### config.mk
export PLATFORM = sky130hd
export DESIGN_NAME = eipc_top
export DESIGN_NICKNAME = d
export VERILOG_FILES = /design/src/rtl/eipc_pkg.sv /design/src/rtl/eipc_sync.sv /design/src/rtl/eipc_detect.sv /design/src/rtl/eipc_regs.sv /design/src/rtl/eipc_top.sv
export SDC_FILE = /design/constraint.sdc
export NUM_CORES = 1
export LEC_CHECK = 0
export BUFFER_PORTS_ARGS = -buffer_cell sky130_fd_sc_hd__clkbuf_2
export CAP_MARGIN = 10
export CORE_UTILIZATION = 50
export CTS_CLUSTER_SIZE = 24
export DETAILED_ROUTE_END_ITERATION = 8
export PLACE_DENSITY = 0.8
export SYNTH_ARGS = -nofsm -noshare
export SYNTH_HDL_FRONTEND = slang
export SYNTH_SLANG_ARGS = --single-unit
### constraint.sdc
create_clock -name clk -period 1.9 [get_ports clk]
set_clock_uncertainty 0.15 [all_clocks]
set_input_delay 0 -clock clk [delete_from_list [all_inputs] [get_ports clk]]
set_output_delay 0 -clock clk [all_outputs]
set_load 0.05 [all_outputs]
### src/rtl/eipc_pkg.sv
package eipc_pkg;

  localparam int REG_W  = 32;
  localparam int ADDR_W = 3;
  localparam int PRIO_W = 4;
  localparam int MODE_BIT = 23;

  typedef enum logic [ADDR_W-1:0] {
    SEL_TRIG  = 3'd0,
    SEL_PRIO  = 3'd1,
    SEL_SRC   = 3'd2,
    SEL_MSET  = 3'd3,
    SEL_MCLR  = 3'd4,
    SEL_MODE  = 3'd5,
    SEL_MSTAT = 3'd6
  } reg_sel_e;

  typedef enum logic [3:0] {
    TRIG_FALL = 4'd0,
    TRIG_RISE = 4'd1,
    TRIG_LOW  = 4'd2,
    TRIG_HIGH = 4'd3,
    TRIG_BOTH = 4'd4
  } trig_e;

  // cur: synchronized sample now, prev: sample one cycle earlier
  function automatic logic trig_hit(input logic [3:0] code, input logic cur, input logic prev);
    case (code)
      TRIG_FALL: return prev & ~cur;
      TRIG_RISE: return ~prev & cur;
      TRIG_LOW:  return ~cur;
      TRIG_HIGH: return cur;
      TRIG_BOTH: return prev ^ cur;
      default:   return 1'b0;
    endcase
  endfunction

endpackage

### src/rtl/eipc_sync.sv
module eipc_sync #(
  parameter int W = 8
) (
  input  logic         clk,
  input  logic         rst_n,
  input  logic [W-1:0] din,
  output logic [W-1:0] dout
);

  logic [W-1:0] stage_a;
  logic [W-1:0] stage_b;

  always_ff @(posedge clk or negedge rst_n) begin
    if (!rst_n) begin
      stage_a <= '0;
      stage_b <= '0;
    end else begin
      stage_a <= din;
      stage_b <= stage_a;
    end
  end

  assign dout = stage_b;

endmodule

### src/rtl/eipc_detect.sv
module eipc_detect
  import eipc_pkg::*;
#(
  parameter int NP = 8,
  parameter int SW = 4
) (
  input  logic                  clk,
  input  logic                  rst_n,
  input  logic [NP-1:0]         pin_sync,
  input  logic [NP-1:0][SW-1:0] trig_cfg,
  output logic [NP-1:0]         evt
);

  logic [NP-1:0] pin_prev;

  always_ff @(posedge clk or negedge rst_n) begin
    if (!rst_n) pin_prev <= '0;
    else        pin_prev <= pin_sync;
  end

  for (genvar n = 0; n < NP; n++) begin : g_pin
    logic [3:0] code;
    assign code   = 4'(trig_cfg[n]);
    assign evt[n] = trig_hit(code, pin_sync[n], pin_prev[n]);
  end

endmodule

### src/rtl/eipc_regs.sv
module eipc_regs
  import eipc_pkg::*;
#(
  parameter int NP    = 8,
  parameter int SW    = 4,
  parameter int SRC_W = 8
) (
  input  logic                      clk,
  input  logic                      rst_n,
  input  logic                      we,
  input  logic [ADDR_W-1:0]         addr,
  input  logic [REG_W-1:0]          wdata,
  input  logic [NP-1:0]             evt,
  output logic [REG_W-1:0]          rdata,
  output logic [NP-1:0]             pend,
  output logic [NP-1:0]             mask,
  output logic [NP-1:0][SW-1:0]     trig_cfg,
  output logic [NP-1:0][PRIO_W-1:0] prio,
  output logic                      mode
);

  reg_sel_e sel;
  assign sel = reg_sel_e'(addr);

  logic wr_trig, wr_prio, wr_src, wr_mset, wr_mclr, wr_mode;
  assign wr_trig = we && (sel == SEL_TRIG);
  assign wr_prio = we && (sel == SEL_PRIO);
  assign wr_src  = we && (sel == SEL_SRC);
  assign wr_mset = we && (sel == SEL_MSET);
  assign wr_mclr = we && (sel == SEL_MCLR);
  assign wr_mode = we && (sel == SEL_MODE);

  for (genvar n = 0; n < NP; n++) begin : g_pin
    localparam int TRIG_LSB = REG_W - (n + 1) * SW;
    localparam int PRIO_LSB = REG_W - (n + 1) * PRIO_W;
    localparam int BIT_POS  = SRC_W - 1 - n;

    logic keep;
    assign keep = !(wr_src && !wdata[BIT_POS]);

    always_ff @(posedge clk or negedge rst_n) begin
      if (!rst_n) begin
        pend[n]     <= 1'b0;
        mask[n]     <= 1'b1;
        trig_cfg[n] <= '0;
        prio[n]     <= '0;
      end else begin
        pend[n] <= evt[n] | (pend[n] & keep);
        if (wr_mset && wdata[BIT_POS])      mask[n] <= 1'b1;
        else if (wr_mclr && wdata[BIT_POS]) mask[n] <= 1'b0;
        if (wr_trig) trig_cfg[n] <= wdata[TRIG_LSB +: SW];
        if (wr_prio) prio[n]     <= wdata[PRIO_LSB +: PRIO_W];
      end
    end
  end

  always_ff @(posedge clk or negedge rst_n) begin
    if (!rst_n)       mode <= 1'b0;
    else if (wr_mode) mode <= wdata[MODE_BIT];
  end

  always_comb begin
    rdata = '0;
    case (sel)
      SEL_TRIG: for (int n = 0; n < NP; n++) rdata[REG_W - (n + 1) * SW +: SW] = trig_cfg[n];
      SEL_PRIO: for (int n = 0; n < NP; n++) rdata[REG_W - (n + 1) * PRIO_W +: PRIO_W] = prio[n];
      SEL_SRC:  for (int n = 0; n < NP; n++) rdata[SRC_W - 1 - n] = pend[n];
      SEL_MSTAT: for (int n = 0; n < NP; n++) rdata[SRC_W - 1 - n] = mask[n];
      SEL_MODE: rdata[MODE_BIT] = mode;
      default:  rdata = '0;
    endcase
  end

endmodule

### src/rtl/eipc_top.sv
module eipc_top
  import eipc_pkg::*;
#(
  parameter int NUM_PINS = 8,
  parameter int SENSE_W  = 4,
  parameter int SRC_W    = 8
) (
  input  logic                clk,
  input  logic                rst_n,
  input  logic [NUM_PINS-1:0] pin_in,
  input  logic                reg_we,
  input  logic [2:0]          reg_addr,
  input  logic [31:0]         reg_wdata,
  output logic [31:0]         reg_rdata,
  output logic [NUM_PINS-1:0] irq_out,
  output logic                irq_any,
  output logic                indiv_mode
);

  logic [NUM_PINS-1:0]              pin_sync;
  logic [NUM_PINS-1:0]              evt;
  logic [NUM_PINS-1:0]              pend_q;
  logic [NUM_PINS-1:0]              mask_q;
  logic [NUM_PINS-1:0][SENSE_W-1:0] trig_q;
  logic [NUM_PINS-1:0][PRIO_W-1:0]  prio_q;

  eipc_sync #(.W(NUM_PINS)) u_sync (
    .clk  (clk),
    .rst_n(rst_n),
    .din  (pin_in),
    .dout (pin_sync)
  );

  eipc_detect #(.NP(NUM_PINS), .SW(SENSE_W)) u_detect (
    .clk     (clk),
    .rst_n   (rst_n),
    .pin_sync(pin_sync),
    .trig_cfg(trig_q),
    .evt     (evt)
  );

  eipc_regs #(.NP(NUM_PINS), .SW(SENSE_W), .SRC_W(SRC_W)) u_regs (
    .clk     (clk),
    .rst_n   (rst_n),
    .we      (reg_we),
    .addr    (reg_addr),
    .wdata   (reg_wdata),
    .evt     (evt),
    .rdata   (reg_rdata),
    .pend    (pend_q),
    .mask    (mask_q),
    .trig_cfg(trig_q),
    .prio    (prio_q),
    .mode    (indiv_mode)
  );

  for (genvar n = 0; n < NUM_PINS; n++) begin : g_out
    assign irq_out[n] = pend_q[n] & ~mask_q[n] & (|prio_q[n]);
  end

  assign irq_any = |irq_out;

endmodule

==> metrics.txt <==
status=finished with violations; failing checks=negative setup slack; share of the yosys chip area belonging to registers=0.512; Initial DRC Count=288; pin count of the biggest net entering global routing=43; Synth area leader=dfrtp_1; Worst IR Drop VDD=0.000402 V; clock slew at reported path FFs=0.09 ns; Gate power share=0.294; max_cap viols=0; Die W=103 um; die height=103 um; ANT nets after route=0; syn_area_per_cell=12.5 um2; Hold WS=0.0264 ns; Flop pwr share=0.486; Setup Viol. Count Final=1; syn nets=474; Total Wirelength=13000 um; GP Congestion=0.854; Hold WC Path Type=input port to flop; total power=6.33 mW; Worst-Margin Slew=1.09 ns; GR Overflow Total=0; Final Hold Fails=0; Final min period=2.07 ns; Seq cells post-synth=105; TritonRoute pass-1 iters=4; top cell type's share of synthesized area=0.472; deepest level of the CTS H-tree=3; Area Overhead vs Synth=27.7%; clock tree buffer depth=2; startpoint types=flop; dpl hpwl=8720 um; critical path type=flop to output port; Req. time, crit path=1.75 ns; first-pass GRT wire length=21100 um; wire per inst=18.7 um; CTS sink count=105; PwrDens=964 nW/um2; Pleak=3.03 nW; Core Util, Final=0.666; DRC Markers=0; Pint=4.07 mW; std cell rows=36; Final Max Slew Viols=0; CP Capture Type=output port; vias in the first global route=4124; Post-synth EDFFs=0; total global routing track utilization=0.267; die area=10700 um2; RSZ-0062 raised after global routing=true; CP arrival=1.92 ns; Initial Util=0.522; Syn Inst Count=412; CTS Buf Count=9; DR vias=3974; Cells after DPL=626; Port Buffers=87; share of cells above drive strength 1=0.329; PnR worst setup slack=-0.171 ns; total number of yosys warnings=0; Skew-Pair Late Insertion Delay=0.37 ns; Netlist cell types=40; clock root cell=clkbuf_8; top_reg_cell synth=dfrtp_1; ys async rst share=1.00; final std cells w/o fill=692; core area=9860 um2; n_diodes=0; maximum fanout along the worst path=2; Max Clk Rate=483 MHz; Sw Pwr=2.27 mW; Sw Ratio=0.358; Tcrit/Tclk final=1.09; ranking of synthesized cells by area=dfrtp_1 47%, mux2_1 9.4%, mux2_4 8.8%; CTS tree=built; I/O Pins=88; initial antenna violation count=0; Final nets=616; Clock power frac=0.221; vias per cell=5.74; relative slew slack=0.272; Post-Syn Area=5150 um2
## routing by layer
layer,share of wire,GRT usage,up-vias
met5,0,0,-
met4,0.035,0.137,0
met3,0.057,0.0410,37
met2,0.49,0.441,157
met1,0.41,0.342,1998
li1,-,-,1782
## synth_stat cells (2+ instances only)
cell and count:
a21oi_1 22, a22o_1 23, a22oi_1 7, and2_1 2, and3b_1 2, buf_2 5
buf_6 5, buf_8 2, clkbuf_1 7, dfrtp_1 97, dfstp_2 8, ha_1 16
inv_1 17, mux2_1 43, mux2_2 3, mux2_4 30, mux2i_1 10, nand2_1 23
nand3_1 4, nor2_1 21, nor3b_1 9, nor4_1 11, o21a_1 4, o21ai_1 16
o311ai_1 7, or4b_1 3, xor2_1 2
## registers in the layout, summed over array words and instances, names as in the netlist
signal / flops
u_regs.pend: 8
u_sync.dout: 8
u_sync.stage_a: 8
u_regs.mode: 1
u_regs.prio: 32
u_regs.mask: 8
u_regs.trig_cfg: 32
u_detect.pin_prev: 8
## worst max-delay path, cell delays in order, from the launching register on
cell	delay [ns]
dfrtp_1	0.43
nor4_4	0.30
nor3b_2	0.09
nor4_2	0.38
nand2_1	0.16
buf_8	0.18
## layout by cell type, fill, tap and decap left out, types with 21 or more instances in the layout
master	count
a21oi_1	22
a22o_1	23
clkbuf_2	83
dfrtp_1	97
dlygate4sd3_1	45
mux2_1	43
mux2_4	30
nand2_1	23
nor2_1	21
## cells by family after synthesis
logic type | Yosys count | share of synthesized area
flops | 105 | 0.512
mux | 86 | 0.208
compound gates | 83 | 0.109
simple gates | 82 | 0.0873
buf+inv | 38 | 0.0413
fa+ha+maj | 16 | 0.0389
xor+xnor | 2 | 0.00340
## repair_timing
item                                    in CTS  in global routing
endpoints found under the hold margin      191                  0
buffers inserted                             4                  0
resized for setup                           12                  7
gates cloned                                 0                  0
endpoints found under the setup margin       1                 28
pin swaps                                    5                  1
hold buffers                                46                  0
## path summary, 6_finish.rpt
path	cells past startpoint	start	to	slack, ns
worst max register to register	6	u_sync.dout[6]	u_regs.pend[6]	0.30
worst min-delay path	4	reg_addr[1]	u_regs.mode	0.03
worst min register to register	0	u_sync.stage_a[2]	u_sync.dout[2]	0.21
min in group asynchronous	2	rst_n	u_regs.mask[2]	0.06
max in group asynchronous	3	rst_n	u_regs.trig_cfg[31]	0.41
worst max-delay path	5	u_regs.prio[20]	irq_any	-0.17
## cell type report
cell class,count,area [um2]
Sequential cell,105,2640
Multi-Input combinational cell,269,2420
Inverter,17,63.8
Timing Repair Buffer,152,1090
Tap cell,133,166
Clock inverter,6,57.6
Clock buffer,10,138
Fill cell,681,3290
## stage by stage
| step | worst slack [ns] | setup TNS (ns) | area (um2) |
|---|---|---|---|
| floorplan | 0.127 | 0 | 5190 |
| global placement | 0.136 | 0 | 5790 |
| detailed placement | 0.0682 | 0 | 5790 |
| CTS | -0.121 | -1.02 | 6560 |
| global route | -0.213 | -0.213 | 6570 |
| finish | -0.171 | -0.171 | 6570 |
## power by group through the flow
stage | Clock (mW) | Combinational, mW | Sequential, mW
2_1_floorplan | 0 | 1.29 | 2.94
3_3_place_gp | 0 | 1.67 | 3.02
3_5_place_dp | 0 | 1.71 | 3.06
4_1_cts | 1.42 | 1.85 | 3.05
5_1_grt | 1.51 | 1.99 | 3.13
6_report | 1.40 | 1.86 | 3.08
No activity file was read; power rests on OpenSTA's default activity.
